$ cat src/rtl/adc_scan_pkg.sv
package adc_scan_pkg;

  typedef enum logic [1:0] {
    MODE_ONCE_RESTART = 2'b00,
    MODE_ONCE_LOCKED  = 2'b01,
    MODE_LOOP         = 2'b10,
    MODE_STEP         = 2'b11
  } scanMode_e;

  // strobes from the sequencer control to the datapath
  typedef struct packed {
    logic loadStart;
    logic advance;
    logic latchRes;
    logic setBusy;
    logic clrBusy;
  } seqStrobe_t;

endpackage

$ cat src/rtl/adc_scan_dp.sv
module adc_scan_dp
  import adc_scan_pkg::*;
#(
  parameter int CH_W  = 4,
  parameter int RES_W = 10,
  localparam int REG_W = 3 + 2 * CH_W
) (
  input  logic             clk,
  input  logic             rstN,
  input  logic             regWrEn,
  input  logic [REG_W-1:0] regWrData,
  output logic [REG_W-1:0] regRdData,
  input  seqStrobe_t       stb,
  input  logic             convDone,
  input  logic [RES_W-1:0] convResult,
  output scanMode_e        mode,
  output logic             atEnd,
  output logic             abortReq,
  output logic [CH_W-1:0]  chSel,
  output logic             busy,
  output logic [RES_W-1:0] resData,
  output logic [CH_W-1:0]  resCh,
  output logic             resValid
);

  localparam int FIRST_LO = 3;
  localparam int LAST_LO  = 3 + CH_W;

  scanMode_e       cfgMode;
  logic [CH_W-1:0] cfgFirst;
  logic [CH_W-1:0] cfgLast;
  logic [CH_W-1:0] curCh;

  assign abortReq = regWrEn & ~regWrData[0];

  always_ff @(posedge clk or negedge rstN) begin
    if (!rstN) begin
      cfgMode  <= MODE_ONCE_RESTART;
      cfgFirst <= '0;
      cfgLast  <= '0;
    end else if (regWrEn) begin
      cfgMode  <= scanMode_e'(regWrData[2:1]);
      cfgFirst <= regWrData[FIRST_LO +: CH_W];
      cfgLast  <= regWrData[LAST_LO +: CH_W];
    end
  end

  // channel pointer: natural modulo-2^CH_W increment gives the wrap through 0
  always_ff @(posedge clk or negedge rstN) begin
    if (!rstN)              curCh <= '0;
    else if (stb.loadStart) curCh <= cfgFirst;
    else if (stb.advance)   curCh <= atEnd ? cfgFirst : curCh + 1'b1;
  end

  always_ff @(posedge clk or negedge rstN) begin
    if (!rstN)            busy <= 1'b0;
    else if (stb.clrBusy) busy <= 1'b0;
    else if (stb.setBusy) busy <= 1'b1;
  end

  always_ff @(posedge clk or negedge rstN) begin
    if (!rstN) begin
      resData  <= '0;
      resCh    <= '0;
      resValid <= 1'b0;
    end else begin
      resValid <= stb.latchRes;
      if (stb.latchRes) begin
        resData <= convResult;
        resCh   <= curCh;
      end
    end
  end

  assign mode      = cfgMode;
  assign atEnd     = (curCh == cfgLast);
  assign chSel     = curCh;
  assign regRdData = {cfgLast, cfgFirst, cfgMode, busy};

  logic unusedDone;
  assign unusedDone = convDone;

endmodule

$ cat src/rtl/adc_scan_ctl.sv
module adc_scan_ctl
  import adc_scan_pkg::*;
(
  input  logic       clk,
  input  logic       rstN,
  input  logic       startTrig,
  input  logic       convDone,
  input  scanMode_e  mode,
  input  logic       atEnd,
  input  logic       abortReq,
  output seqStrobe_t stb,
  output logic       convReq
);

  typedef enum logic [1:0] {S_IDLE, S_REQ, S_WAIT, S_PAUSE} seqState_e;

  seqState_e state, nxtState;
  logic      restart;

  assign restart = startTrig && (mode == MODE_ONCE_RESTART);

  always_comb begin
    stb      = '0;
    nxtState = state;
    if (abortReq) begin
      stb.clrBusy = 1'b1;
      nxtState    = S_IDLE;
    end else begin
      unique case (state)
        S_IDLE: if (startTrig) begin
          stb.loadStart = 1'b1;
          stb.setBusy   = 1'b1;
          nxtState      = S_REQ;
        end
        S_REQ: begin
          if (restart) stb.loadStart = 1'b1;
          else         nxtState      = S_WAIT;
        end
        S_WAIT: begin
          if (restart) begin
            stb.loadStart = 1'b1;
            nxtState      = S_REQ;
          end else if (convDone) begin
            stb.latchRes = 1'b1;
            if (atEnd && !mode[1]) begin
              stb.clrBusy = 1'b1;
              nxtState    = S_IDLE;
            end else begin
              stb.advance = 1'b1;
              nxtState    = (mode == MODE_STEP) ? S_PAUSE : S_REQ;
            end
          end
        end
        S_PAUSE: if (startTrig) nxtState = S_REQ;
        default: nxtState = S_IDLE;
      endcase
    end
  end

  always_ff @(posedge clk or negedge rstN) begin
    if (!rstN) state <= S_IDLE;
    else       state <= nxtState;
  end

  assign convReq = (state == S_REQ);

endmodule

$ cat src/rtl/adc_scan_seq.sv
module adc_scan_seq
  import adc_scan_pkg::*;
#(
  parameter int CH_W  = 4,
  parameter int RES_W = 10,
  localparam int REG_W = 3 + 2 * CH_W
) (
  input  logic             clk,
  input  logic             rstN,
  input  logic             regWrEn,
  input  logic [REG_W-1:0] regWrData,
  output logic [REG_W-1:0] regRdData,
  input  logic             startTrig,
  output logic [CH_W-1:0]  chSel,
  output logic             convReq,
  input  logic             convDone,
  input  logic [RES_W-1:0] convResult,
  output logic [RES_W-1:0] resData,
  output logic [CH_W-1:0]  resCh,
  output logic             resValid,
  output logic             busy
);

  seqStrobe_t stb;
  scanMode_e  mode;
  logic       atEnd;
  logic       abortReq;

  adc_scan_ctl u_ctl (
    .clk       (clk),
    .rstN      (rstN),
    .startTrig (startTrig),
    .convDone  (convDone),
    .mode      (mode),
    .atEnd     (atEnd),
    .abortReq  (abortReq),
    .stb       (stb),
    .convReq   (convReq)
  );

  adc_scan_dp #(.CH_W(CH_W), .RES_W(RES_W)) u_dp (
    .clk        (clk),
    .rstN       (rstN),
    .regWrEn    (regWrEn),
    .regWrData  (regWrData),
    .regRdData  (regRdData),
    .stb        (stb),
    .convDone   (convDone),
    .convResult (convResult),
    .mode       (mode),
    .atEnd      (atEnd),
    .abortReq   (abortReq),
    .chSel      (chSel),
    .busy       (busy),
    .resData    (resData),
    .resCh      (resCh),
    .resValid   (resValid)
  );

endmodule

$ cat config.mk
export PLATFORM = sky130hd
export DESIGN_NAME = adc_scan_seq
export DESIGN_NICKNAME = d
export VERILOG_FILES = /design/src/rtl/adc_scan_pkg.sv /design/src/rtl/adc_scan_dp.sv /design/src/rtl/adc_scan_ctl.sv /design/src/rtl/adc_scan_seq.sv
export SDC_FILE = /design/constraint.sdc
export NUM_CORES = 1
export LEC_CHECK = 0
export BUFFER_PORTS_ARGS = -buffer_cell sky130_fd_sc_hd__buf_2
export CAP_MARGIN = 20
export CORE_AREA = 2 2 73 75
export CTS_CLUSTER_SIZE = 40
export DETAILED_ROUTE_END_ITERATION = 10
export DIE_AREA = 0 0 75 77
export PLACE_DENSITY = 0.65
export SYNTH_ARGS = -nofsm -noshare
export SYNTH_HDL_FRONTEND = slang
export SYNTH_SLANG_ARGS = --single-unit
$ cat constraint.sdc
create_clock -name clk -period 4.6 [get_ports clk]
set_clock_uncertainty 0.15 [all_clocks]
set_input_delay 0.69 -clock clk [delete_from_list [all_inputs] [get_ports clk]]
set_output_delay 0.69 -clock clk [all_outputs]
set_load 0.01 [all_outputs]
; ---- After elaboration in Yosys (flattened, before gate mapping)
; Cells that the tools add are included.
[word_totals]
word_cells = 57
register_bits = 32
inputBits = 26
[classes]
eq_ne = 8
bitwise = 2
addsub = 1
muxes = 27
reduce_logical = 10
[ops]
columns = op, count
row1 = 2-bit 2-to-1 mux, 10
row2 = 4-bit 2-to-1 mux, 4
row3 = 1-bit 2-to-1 mux, 11
row4 = 2-bit == test (second input constant), 3
row5 = 2-bit case mux with 3 select lines, 1
row6 = 4-bit by 1-bit adder with 4-bit output (second input constant), 1
row7 = 4-bit == test, 1
row8 = 2-bit logical NOT, 2
row9 = 4-bit by 3-bit inequality test with 1-bit output (second input constant), 1
row10 = 2-bit nonzero test, 2
row11 = 2-bit OR reduction, 2
row12 = 3-bit by 1-bit inequality test with 1-bit output (second input constant), 1
row13 = 3-bit inequality test (second input constant), 1
row14 = 3-bit AND reduction, 1
row15 = 2-bit by 1-bit == test with 1-bit output (second input constant), 1
row16 = 1-bit logical AND, 2
row17 = 1-bit case mux with 2 select lines, 1
row18 = 1-bit AND, 1
row19 = 1-bit logical NOT, 1
row20 = 1-bit NOT, 1

; ---- Longest topological paths before layout
; Gate-level depths: netlist of the first run.
[logic_depth]
word_depth = 9
depth_mapped = 7

; ---- Modules after synthesis
; A second synthesis of the first run with hierarchy kept.
[unflattened]
hier_cells = 127
area_unflattened_um2 = 1587.8
[by_module_without_submodules]
columns = mod, area_per_inst_um2, cells_per_inst, n_inst, seq_area_each_um2
row1 = adc_scan_dp, 1286.2, 92, 1, 750.7
row2 = adc_scan_ctl, 301.5, 35, 1, 50.0

; ---- Worst setup path before layout of the first run
; Ideal clock, no wire load.
[synth_path]
path_kind = in2reg
start = input port regWrEn
end = register u_dp.resData[0]
setup_slack_ps = 2479
t_arrival_ps = 1846
stages = 5
setup_time_ps = 125
cell_sequence = nor2b_1 > buf_6 > a211oi_4 > buf_6 > mux2_2
[synth_lines]
columns = element, line_no
row1 = start: declaration, adc_scan_seq.sv:10  ; input logic regWrEn,
row2 = end signal: assignment, adc_scan_dp.sv:69  ; resData <= convResult;
row3 = end: declaration, adc_scan_dp.sv:21  ; output logic [RES_W-1:0] resData,

; ---- Worst setup path in the final report of the first run
[layout_path]
start = input port regWrEn
end = register u_dp.curCh[2] (netlist: u_dp.chSel[2])
[layout_via]
elab_chain_len = 3
elab_cells_between_ends = 4
classes_between = mux: 2 / bitwise: 1 / reduce/logical: 1
[layout_lines]
columns = element, line_no
row1 = 1-bit AND *, adc_scan_dp.sv:34  ; assign abortReq = regWrEn & ~regWrData[0];
row2 = 4-bit 2-to-1 mux *, adc_scan_ctl.sv:25  ; if (abortReq) begin
row3 = 4-bit 2-to-1 mux / 2-bit nonzero test (equally long branches), n/a
row4 = end signal: assignment, adc_scan_dp.sv:51  ; else if (stb.loadStart) curCh <= cfgFirst;
row5 = end signal: assignment, adc_scan_dp.sv:52  ; else if (stb.advance) curCh <= atEnd ? cfgFirst : curCh + 1'b1;
row6 = end: declaration, adc_scan_dp.sv:32  ; logic [CH_W-1:0] curCh;
; Mark *: on every way between the ends. The rest lies on a longest branch, timed or not.
; A chain may end at the register's enable or synchronous reset.

==> results.md, run 1 <==
- The run finished with clean final reports.
- A synthesized cell averages 13.1 um2.
- The layout overhead on the synthesized area is 26.2%.
- In this run the remaining antenna-violating nets after routing total 0.
- For this design, the CTS-stage hold fixing added 0 buffers.
- In this run the horizontal extent of the chip is 75 um.
- Dividing the final minimum period by the clock period gives 52.6%.
- The max-slew violation total from the final report is 0.
- At the end of the flow, the number of nets in the layout was 213.
- The clock buffer count from CTS is 5.
- Setup repair after global routing left no endpoint under its margin.
- The area of the core is 0.00498 mm2.
- The worst flop-to-flop path endpoint is u_dp.chSel[2].
- The final routed wire length divided by cell count is 12.9 um.
- The number of design rule violations left after detail routing is 0.
- The worst setup path is of the input pin to flop kind.
- The sort of element at the end of the critical path is a flop.
- At the pin with the least slew margin, the transition time is 0.862 ns.
- 58 I/O pins were placed.
- The vertical die dimension is 77 um.
- The count of input and output buffers is 57.
- Cells with a size suffix above 1 make up 53.8% of the layout.
- The design draws 0.00120 W.
- The final layout contains routed wiring with a total length of 3250 um.
- The data required time of the worst path is 4.65 ns.
- Row generation in the floorplan step produced 26 rows.
- Along the worst path, the maximum fanout reaches 16.
- In this run the clock root is driven by a sky130_fd_sc_hd__clkbuf_8.
- The number of antenna violations at the first check in global routing came to 0.
- The startpoint identified for the worst register-to-register timing path is u_ctl.state[0].
- The first global-routing pass estimated 5560 um of wire.
- The maximum operating frequency is 413 MHz.
- The instance count of the mapped netlist is 122.
- The cell area power density is 592 mW/mm2.
- During synthesis, Yosys emitted a total of 0 warnings.
- The share of synthesized registers carrying an async set or reset is 100%.
- The worst hold path belongs to the class input pin to async pin.
- VDD sags by at most 278 uV.
- Counting along the longest clock path gives a buffer depth of 2.
- The antenna diode instance count is 0.
- The final setup TNS is 0 ns.
- Post-CTS repair changed the size of 0 cells.
- TritonCTS built the clock tree.
- The number of flops mapped to enable cells by yosys is 0.
- Measured in cells, the most critical reg-to-reg path has a length of 7.
- The die covers 0.00578 mm2.
- The flop-to-flop setup slack is 2.23 ns.
- For this design the static power due to leakage is 0.944 nW.
- The weighted congestion at the end of routability-driven global placement is 0.831.
- The number of global-route vias before repair is 1166.
- The cell area after synthesis is 0.00160 mm2.
- The total half-perimeter wirelength after legalization and detailed placement is 2420 um.
- Using the TritonRoute via totals, the vias-per-cell ratio works out to 4.64.
- The total routing resource utilization after global routing is 12.5%.
- Clock latency on the worst-skew pair, taken at its later pin, is 0.28 ns.
- The headroom to the max-slew limit is 42.3%.
- The startpoint class of the critical path is an input pin.
- After clock tree synthesis, the clock-pin slew on the worst setup and hold paths is 0.07 ns.
- Setup violations remaining at the end of the flow were counted as 0.
- After the first detailed-routing iteration, the DRC count stood at 34.
- The H-tree depth is 2.
- The final route contains 1169 vias.
- The flip-flop cell with the highest count after synthesis is sky130_fd_sc_hd__dfrtp_1.
- For this configuration, the core starts out at a cell density of 32.1%.
- Entering global routing, the biggest net connects 33 pins.
- Synthesis produced a netlist with a net count of 154.
- The number of different library cells used by synthesis comes to 37.
- The sequential fraction of the synthesis area is 50.1%.
- The synthesis-stage register bit count is 32.
- Counting every sink on the clock net gives 32.
- STA puts the critical path data arrival time at 2.47 ns.
- The tool flagged a number of max-cap violations equal to 0.
- For the finished layout, the period the worst path requires is 2.42 ns.
- The pre-antenna-repair detailed-routing pass consisted of 4 iterations.
- The total congestion overflow is 0.
- The number of hold-slack violations in the final timing report was 0.
- The post-CTS repair timing setup buffer count is 0.
worst max path at each step:
stage	start	to	slack [ns]
after floorplan	regWrEn	u_dp.resData[0]	2.48
after global placement	regWrEn	u_dp.chSel[2]	1.92
after detailed placement	regWrEn	u_dp.chSel[2]	1.87
after CTS	regWrEn	u_dp.chSel[2]	2.17
after global routing	u_ctl.state[0]	u_dp.chSel[2]	2.04
final	regWrEn	u_dp.chSel[2]	2.18
area by class of cell:
| class | instances | area [um2] |
|---|---|---|
| Timing Repair Buffer | 57 | 285 |
| Tap cell | 70 | 87.6 |
| Sequential cell | 32 | 801 |
| Clock buffer | 5 | 68.8 |
| Multi-Input combinational cell | 78 | 731 |
| Inverter | 7 | 26.3 |
| Clock inverter | 3 | 18.8 |
| Fill cell | 481 | 2960 |
critical path: stages:
cell and delay [ns]:
sky130_fd_sc_hd__buf_2 0.18, sky130_fd_sc_hd__nor2b_1 0.29, sky130_fd_sc_hd__a211oi_4 0.78, sky130_fd_sc_hd__o2bb2ai_4 0.24, sky130_fd_sc_hd__o21ai_0 0.15, sky130_fd_sc_hd__a22oi_2 0.13
flip-flops by register name (all words and copies together) (netlist names):
name / cells
u_ctl.state: 2
u_dp.busy: 1
u_dp.cfgFirst: 4
u_dp.cfgLast: 4
u_dp.chSel: 4
u_dp.mode: 2
u_dp.resCh: 4
u_dp.resData: 10
u_dp.resValid: 1
where the power goes:
group,leakage (nW),internal [W],switching (W)
registers,0.379,0.000384,0.0000825
logic,0.516,0.000260,0.000261
clock network,0.0479,0.000105,0.000103
metal layers:
| layer | global-route usage [%] | vias to the layer above | routed length [um] |
|---|---|---|---|
| met2 | 19.2 | 42 | 1570 |
| met5 | 0 | - | 0 |
| met4 | 3.75 | 0 | 23 |
| li1 | - | 551 | - |
| met1 | 16.7 | 574 | 1480 |
| met3 | 3.68 | 2 | 181 |
Yosys cell counts (2+ instances only):
master | number | share of area, %
sky130_fd_sc_hd__dfrtp_1 | 32 | 50
sky130_fd_sc_hd__mux2_2 | 24 | 17
sky130_fd_sc_hd__ha_1 | 6 | 4.7
sky130_fd_sc_hd__inv_1 | 6 | 1.4
sky130_fd_sc_hd__a21oi_1 | 4 | 1.3
sky130_fd_sc_hd__mux2i_1 | 4 | 2.5
sky130_fd_sc_hd__nand2_1 | 4 | 0.94
sky130_fd_sc_hd__nor2_1 | 4 | 0.94
sky130_fd_sc_hd__xnor2_1 | 4 | 2.2
sky130_fd_sc_hd__a22oi_2 | 2 | 1.6
sky130_fd_sc_hd__buf_4 | 2 | 0.94
sky130_fd_sc_hd__buf_6 | 2 | 1.4
sky130_fd_sc_hd__nand2b_1 | 2 | 0.78
sky130_fd_sc_hd__nand3_1 | 2 | 0.63
sky130_fd_sc_hd__o21ai_0 | 2 | 0.63
kinds of logic (layout without fill, tap and decap cells):
kind of cell	Yosys count	in the layout	share of synthesized area, %
buffers and inverters	12	72	4.22
xor gates and xnor gates	4	4	2.19
DFF	32	32	50.1
AOI/OAI and AO/OA	18	18	11.5
adders and majority gates	6	6	4.69
muxes	28	28	19.4
and+or+nand+nor	22	22	7.90
cells in the final DEF, fill, tap and decap left out, types with 2 or more instances in the layout:
cell and instances:
sky130_fd_sc_hd__buf_2 57, sky130_fd_sc_hd__dfrtp_1 32, sky130_fd_sc_hd__mux2_2 24, sky130_fd_sc_hd__inv_1 6, sky130_fd_sc_hd__ha_1 6, sky130_fd_sc_hd__clkbuf_8 5
sky130_fd_sc_hd__nand2_1 4, sky130_fd_sc_hd__xnor2_1 4, sky130_fd_sc_hd__mux2i_1 4, sky130_fd_sc_hd__nor2_1 4, sky130_fd_sc_hd__a21oi_1 4, sky130_fd_sc_hd__o21ai_0 2
sky130_fd_sc_hd__a22oi_2 2, sky130_fd_sc_hd__nand3_1 2, sky130_fd_sc_hd__nand2b_1 2, sky130_fd_sc_hd__clkinv_2 2
stage by stage:
step / utilization [%] / instances / cell area (um2) / hold slack, ns / setup WS, ns
floorplan: - / 122 / 1600 / 0.244 / 2.48
finish: 40.5 / 252 / 2020 / 0.312 / 2.18
CTS: 40.5 / 252 / 2020 / 0.335 / 2.17
global placement: 38.8 / 244 / 1930 / 0.336 / 1.92
detailed placement: 38.8 / 244 / 1930 / 0.341 / 1.87
global route: 40.5 / 252 / 2020 / 0.362 / 2.04
(Power assumes the default switching activity.)
==> run 2: changes to the inputs <==
PLACE_DENSITY = 0.67   (was 0.65)
clock period = 2.19 ns   (was 4.6 ns; I/O delays follow)
==> run 2 against run 1 <==
Net effect: via count increased by 0.68%; global-route usage about the same; combinational power is 110% higher; register-to-register slack got worse by 2.1 ns; critical path type is now flop to flop; die area did not move; largest cell class unchanged; non-clock buffer count up 4; critical endpoint unchanged; first-iteration DRC count is 24% lower; clock power is 130% higher.
==> results.md, run 2 (same netlist as run 1, synthesis figures left out) <==
- The run finished with clean final reports.
- The clock transition at the register clock pins on the worst setup and hold paths after CTS is 0.06 ns (about the same).
- The critical path's largest stage delay came to 0.45 ns (-0.33 ns).
- The clock buffer count from CTS is 5 (unchanged).
- The arrival time reported for the critical path endpoint is 2.06 ns (-0.41 ns).
- The first-pass GRT wire length was 5600 um (+0.61%).
- The min-delay analysis places its worst path in the category input pin to flop.
- The final setup TNS is 0 ns (unchanged).
- The slowest stage of the critical path belongs to the cell sky130_fd_sc_hd__o41ai_4.
- The total congestion overflow is 0 (unchanged).
- The number of global-route vias before repair was 1154 (-1.0%).
- The number of nets in the layout is 217 (+1.9%).
- The data required time of the worst path is 2.19 ns (-2.46 ns).
- The switching power summed over all nets is 0.000915 W (+100%).
- The filler cell count in the final layout is 473 (-1.7%).
- The detailed-route wire length is 3150 um (-3.1%).
- The antenna diode instance count is 0 (unchanged).
- The number of hold-slack violations in the final timing report is 0 (unchanged).
- The area of the core came to 0.00498 mm2 (unchanged).
- The buffer levels on the longest clock path is 2 (unchanged).
- In the finished design, the share of the clock period the worst path needs comes to 93.8%.
- The clock network fraction of total power came to 18.7% (+1.2 points).
- The number of clock sinks was 32 (unchanged).
- The sort of element at the end of the critical path is a flop.
- The routed via count came to 1177 (+0.68%).
- The number of flip-flops in the largest register is 10 (unchanged).
- The area taken by flip-flops and latches is 801 um2 (unchanged).
- The proportion of total power due to net switching came to 35.7% (-1.6 points).
- The insertion delay of the later-clocked pin in the worst-skew pair is 0.28 ns (about the same).
- The worst hold slack is 0.102 ns (-0.210 ns).
- The critical path class is flop to flop.
- The cell area power density is 1240 mW/mm2 (+110%).
- The maximum operating frequency is 487 MHz.
- The fraction of layout cells with a size suffix above 1 is 54.1% (+0.21 points).
- The first-pass iteration count of the detailed router was 4 (unchanged).
- The post-route minimum period is 2.05 ns.
- CTS placed an instance of sky130_fd_sc_hd__clkbuf_8 at the clock tree root.
- Leaving out fill and tap cells, the most frequent cell in the layout is sky130_fd_sc_hd__buf_2.
- The total half-perimeter wirelength after legalization and detailed placement is 2350 um (-2.9%).
- The headroom to the max-slew limit is 53.6% (+11 points).
- The final count of negative-setup-slack endpoints came to 0 (unchanged).
- The register name with the most flops is u_dp.resData.
- The number of placement rows is 26 (unchanged).
- The final routed wire length divided by cell count came to 12.4 um (-4.2%).
- The pin count of the biggest net entering global routing came to 33 (unchanged).
- The count of input and output buffers came to 57 (unchanged).
- The measured slew at the worst slew-check pin was 0.695 ns (-0.167 ns).
- The layout overhead on the synthesized area is 29.6%.
- The number of DRC markers after the initial detailed-route iteration is 26 (-24%).
- The critical path goes through inv_1 -> ha_1 -> a21oi_2 -> o41ai_4 -> mux2i_1 -> a22oi_2.
- Leaving out fill and tap cells, the most frequent cells in the layout are sky130_fd_sc_hd__buf_2, sky130_fd_sc_hd__dfrtp_1, sky130_fd_sc_hd__mux2_2.
- STA classifies the critical path startpoint as a flop.
- The number of design rule violations left after detail routing is 0 (unchanged).
- The H-tree depth came to 2 (unchanged).
- The largest fanout on the critical path is 7 (-9).
- The total routing resource utilization after global routing was 12.5% (about the same).
- The overall die width is 75 um (unchanged).
- The number of vias per cell after detailed routing is 4.62 (-0.50%).
- The internal portion of total power is 0.00165 W (+120%).
- The sequential share of power came to 38.1% (-0.9 points).
- The share of total power in combinational logic is 43.2% (-0.4 points).
- The initial standard-cell utilization of the core was 32.1% (unchanged).
- The max-slew violation total from the final report came to 0 (unchanged).
- The number of top-level pins is 58 (unchanged).
- The number of antenna violations at the first check in global routing is 0 (unchanged).
- The post-CTS repair timing setup buffer count is 0 (unchanged).
- The maximum resistive drop on vdd is 599 uV (+120%).
- The full die area came to 0.00578 mm2 (unchanged).
- The leakage power is 0.968 nW (+2.6%).
- The post-cts repair resize count was 0 (unchanged).
- The count of max-cap constraint violations came to 0 (unchanged).
- The vertical die dimension is 77 um (unchanged).
- The weighted congestion at the end of routability-driven global placement is 0.813 (-2.1%).
- The post-detailed-route count of antenna-violating nets was 0 (unchanged).
- The TritonCTS clock tree is done.
- The multi-input logic area is 731 um2 (unchanged).
- Setup repair after global routing left no endpoint under its margin.
run 2: cell types whose count changed in the layout (fill, tap and decap cells not counted), sizes merged:
cell / previous run / this run
clkinv: 3 / 0
clkbuf: 5 / 7
dlygate4sd3: 0 / 1
buf: 57 / 60
run 2: area by class of cell:
class | count | share of cell area [%]
Timing Repair Buffer | 61 | 15.9
Tap cell | 70 | 4.23
Inverter | 7 | 1.27
Sequential cell | 32 | 38.6
Multi-Input combinational cell | 78 | 35.3
Clock buffer | 7 | 4.65
run 2: worst max-delay path: cells and delay by family (launching register included):
family | cells | cell delay (ns)
AO/OA/AOI/OAI | 3 | 0.65
adder cells (fa/ha/maj) | 1 | 0.38
buffers and inverters | 1 | 0.09
flip-flops | 1 | 0.40
multiplexers | 1 | 0.27
run 2: final timing paths:
| path | start | to | slack, ns | cells past startpoint |
|---|---|---|---|---|
| max in group asynchronous | rstN | u_ctl.state[0] | 0.96 | 2 |
| min in group asynchronous | rstN | u_dp.chSel[3] | 0.48 | 2 |
| max | u_ctl.state[0] | u_dp.chSel[2] | 0.14 | 6 |
| min | regWrData[3] | u_dp.cfgFirst[0] | 0.10 | 3 |
| max reg2reg | u_ctl.state[0] | u_dp.chSel[2] | 0.14 | 6 |
| min reg2reg | u_dp.resData[6] | u_dp.resData[6] | 0.35 | 1 |
run 2: stage by stage:
step / area, um2 / worst slack, ns / power [W] / util (%) / instances
global route: 2070 / 0.0454 / 0.00278 / 41.6 / 255
global placement: 1970 / 0.155 / 0.00209 / 39.5 / 247
detailed placement: 1970 / 0.135 / 0.00211 / 39.5 / 247
finish: 2070 / 0.135 / 0.00256 / 41.6 / 255
floorplan: 1600 / 0.240 / 0.00173 / - / 122
CTS: 2070 / 0.121 / 0.00261 / 41.6 / 255
run 2: power groups by stage:
stage / registers [W] / clock network (W) / logic, W
6_report: 0.000975 / 0.000479 / 0.00111
5_1_grt: 0.00102 / 0.000534 / 0.00123
4_1_cts: 0.000981 / 0.000498 / 0.00113
3_5_place_dp: 0.000986 / 0 / 0.00112
3_3_place_gp: 0.000989 / 0 / 0.00110
2_1_floorplan: 0.00105 / 0 / 0.000676
run 2: repair_timing:
action                                  CTS  global route
hold buffers                              1             0
hold endpoints to repair                 32             0
endpoints found under the setup margin    0             0
run 2: routing by layer:
layer,vias up,share of wire (%),global-route usage (%)
met2,37,48,18.3
met5,-,0,0
met1,578,45,17.5
li1,557,-,-
met4,0,1.3,3.75
met3,5,6.2,3.81
==> run 3: changes to the inputs <==
CORE_AREA = 2 2 64 66   (was 2 2 73 75)
DIE_AREA = 0 0 66 68   (was 0 0 75 77)
PLACE_DENSITY = 0.82   (was 0.67)
SKIP_CTS_REPAIR_TIMING = 1   (was default)
==> run 3 against run 2 <==
Net effect: clock-buffer cell count did not move; combinational power about the same; wire length is 0.32% higher; first-iteration DRC count is 50% lower; final cell count decreased by 7.1%; sequential cell count did not move; sequential share of layout area fell by 0.23 points; global-route usage up 2.5 points; largest cell class unchanged.
==> results.md, run 3 (same netlist as run 1, synthesis figures left out) <==
- TritonCTS built the clock tree.
- The count of input and output buffers is 57 (unchanged).
- The number of global-route vias before repair is 1073 (-7.0%).
- The met1 layer usage reported by global route was 19.2% (+1.7 points).
- The maximum resistive drop on vdd is 712 uV (+19%).
- The count of max-cap constraint violations is 0 (unchanged).
- The post-route minimum period is 2.05 ns (-0.00813 ns).
- The full die area was 0.00449 mm2 (-22%).
- The antenna diode instance count is 0 (unchanged).
- The total half-perimeter wirelength after legalization and detailed placement is 2380 um (+1.4%).
- The number of hold-slack violations in the final timing report is 0 (unchanged).
- The final count of negative-setup-slack endpoints is 0 (unchanged).
- STA classifies the critical path endpoint as a flop.
- The total routing resource utilization after global routing is 14.9% (+2.5 points).
- The clock transition at the register clock pins on the worst setup and hold paths after CTS is 0.07 ns (about the same).
- The cell area power density is 1300 mW/mm2 (+4.9%).
- For this design, the slowest cell found on the critical path is sky130_fd_sc_hd__o41ai_4.
- The measured slew at the worst slew-check pin is 0.695 ns (-0.000382 ns).
- The leakage power is 0.988 nW (+2.0%).
- The final routed wire length divided by cell count came to 13.3 um (+7.9%).
- The number of nets in the layout is 218 (+0.46%).
- The max-slew violation total from the final report is 0 (unchanged).
- The clock buffer count from CTS is 5 (unchanged).
- The hold path depth is 3 (unchanged).
- The maximum operating frequency is 489 MHz (+0.40%).
- The post-detailed-route count of antenna-violating nets is 0 (unchanged).
- Leaving out fill and tap cells, the most frequent cells in the layout are sky130_fd_sc_hd__buf_2, sky130_fd_sc_hd__dfrtp_1, sky130_fd_sc_hd__mux2_2.
- The cell chosen for the clock root is sky130_fd_sc_hd__clkbuf_8.
- The detailed-route wire length is 3160 um (+0.32%).
- The critical path goes through inv_1 -> ha_1 -> a21oi_2 -> o41ai_4 -> mux2i_1 -> a22oi_2.
- The layout overhead on the synthesized area is 30.4%.
- The number of design rule violations left after detail routing came to 0 (unchanged).
- The number of antenna violations at the first check in global routing is 0 (unchanged).
- The filler cell count in the final layout is 343 (-27%).
- The number of clock sinks is 32 (unchanged).
- The first-pass GRT wire length is 4990 um (-11%).
- The number of vias per cell after detailed routing is 4.95 (+7.1%).
- Ranked by flip-flop count, first place goes to u_dp.resData.
- The startpoint class of the critical path is a flop.
- The number of DRC markers after the initial detailed-route iteration came to 13 (-50%).
- The vertical die dimension is 68 um (-12%).
- The buffer levels on the longest clock path was 2 (unchanged).
- The number of flip-flops in the largest register is 10 (unchanged).
- The multi-input logic area was 731 um2 (unchanged).
- The met3 demand-to-capacity share in global routing came to 5.92% (+2.1 points).
- After global routing, the most crowded layer is met2.
- The largest fanout on the critical path is 7 (unchanged).
- The initial standard-cell utilization of the core is 41.5% (+9.3 points).
- The pin count of the biggest net entering global routing came to 33 (unchanged).
- The path category of the worst min-delay check is input pin to flop.
- The first-pass iteration count of the detailed router is 4 (unchanged).
- The fraction of layout cells with a size suffix above 1 is 54.5% (+0.49 points).
- The arrival time reported for the critical path endpoint is 2.05 ns (about the same).
- The worst hold slack is 0.106 ns (+0.00374 ns).
- The library cell used most frequently in the layout, excluding fill and tap cells, is sky130_fd_sc_hd__buf_2.
- In this run the most critical hold path is launched from regWrData[3].
- The critical path class is flop to flop.
- Setup repair after global routing left no endpoint under its margin.
- The weighted congestion at the end of routability-driven global placement came to 0.738 (-9.2%).
- The worst register-to-register path begins at u_ctl.state[0].
- The final setup TNS is 0 ns (unchanged).
- The total congestion overflow was 0 (unchanged).
- The flop-to-flop setup slack is 0.14 ns (about the same).
- The run finished with clean final reports.
- The number of placement rows is 23 (-12%).
- The final clock period utilization by the worst path is 93.5% (-0.37 points).
- The met2 capacity usage during global routing came to 23.0% (+4.6 points).
- The worst hold endpoint is u_dp.cfgFirst[0].
- The number of cells traversed by the worst register-to-register path is 6 (unchanged).
- The insertion delay of the later-clocked pin in the worst-skew pair is 0.28 ns (about the same).
- The area of the core came to 0.00386 mm2 (-23%).
- The overall die width came to 66 um (-12%).
- The area taken by flip-flops and latches is 801 um2 (unchanged).
- The critical path's largest stage delay is 0.41 ns (-0.04 ns).
- The H-tree depth is 2 (unchanged).
- The data required time of the worst path came to 2.20 ns (about the same).
- The number of top-level pins is 58 (unchanged).
- The routed via count was 1172 (-0.42%).
- The headroom to the max-slew limit was 53.7% (about the same).
- The worst flop-to-flop path endpoint is u_dp.chSel[3].
run 3: cell types whose count changed in the layout (fill, tap and decap cells not counted), sizes merged:
cell | before | now
buf | 60 | 61
bufinv | 0 | 1
run 3: final cells by class:
class | instances | area share [%]
flip-flops and latches | 32 | 38.4
multi-input cells | 78 | 35.1
repair buffers | 62 | 16.2
clock buffers | 7 | 4.62
well taps | 50 | 3.00
clock inverters | 1 | 1.44
inverters | 7 | 1.26
run 3: through the flow:
stage	instances	power (W)	utilization [%]	area, um2	setup WS (ns)
detailed placement	228	0.00210	50.5	1950	0.162
CTS	236	0.00273	53.8	2070	0.145
global placement	228	0.00207	50.5	1950	0.228
floorplan	122	0.00173	-	1600	0.240
global route	237	0.00289	54.1	2080	0.0252
finish	237	0.00270	54.1	2080	0.143
run 3: power by group:
part,switching (W),internal (W),total [W]
registers,0.000168,0.000806,0.000974
clock network,0.000217,0.000401,0.000618
logic,0.000547,0.000562,0.00111
run 3: worst max path at each step:
stage | start | end | slack (ns) | depth (start not counted)
floorplan | u_ctl.state[0] | u_dp.resData[0] | 0.24 | 6
finish | u_ctl.state[0] | u_dp.chSel[3] | 0.14 | 6
global route | u_ctl.state[0] | u_dp.chSel[2] | 0.03 | 6
CTS | u_ctl.state[0] | u_dp.chSel[3] | 0.14 | 6
global placement | u_ctl.state[0] | u_dp.chSel[2] | 0.23 | 6
detailed placement | u_ctl.state[0] | u_dp.chSel[3] | 0.16 | 6
run 3: critical path, delay by kind of cell, from the launching register on:
kind / cells / cell delay, ns
adder cells (fa/ha/maj): 1 / 0.40
multiplexers: 1 / 0.28
flip-flops: 1 / 0.40
AO/OA/AOI/OAI: 3 / 0.60
buffers and inverters: 1 / 0.09
run 3: metal layers:
layer / up-vias / part of all wire (%) / routed length [um]
li1: 560 / - / -
met5: - / 0 / 0
met1: 570 / 43 / 1360
met4: 0 / 1.3 / 42
met2: 35 / 50 / 1590
met3: 7 / 5.3 / 168
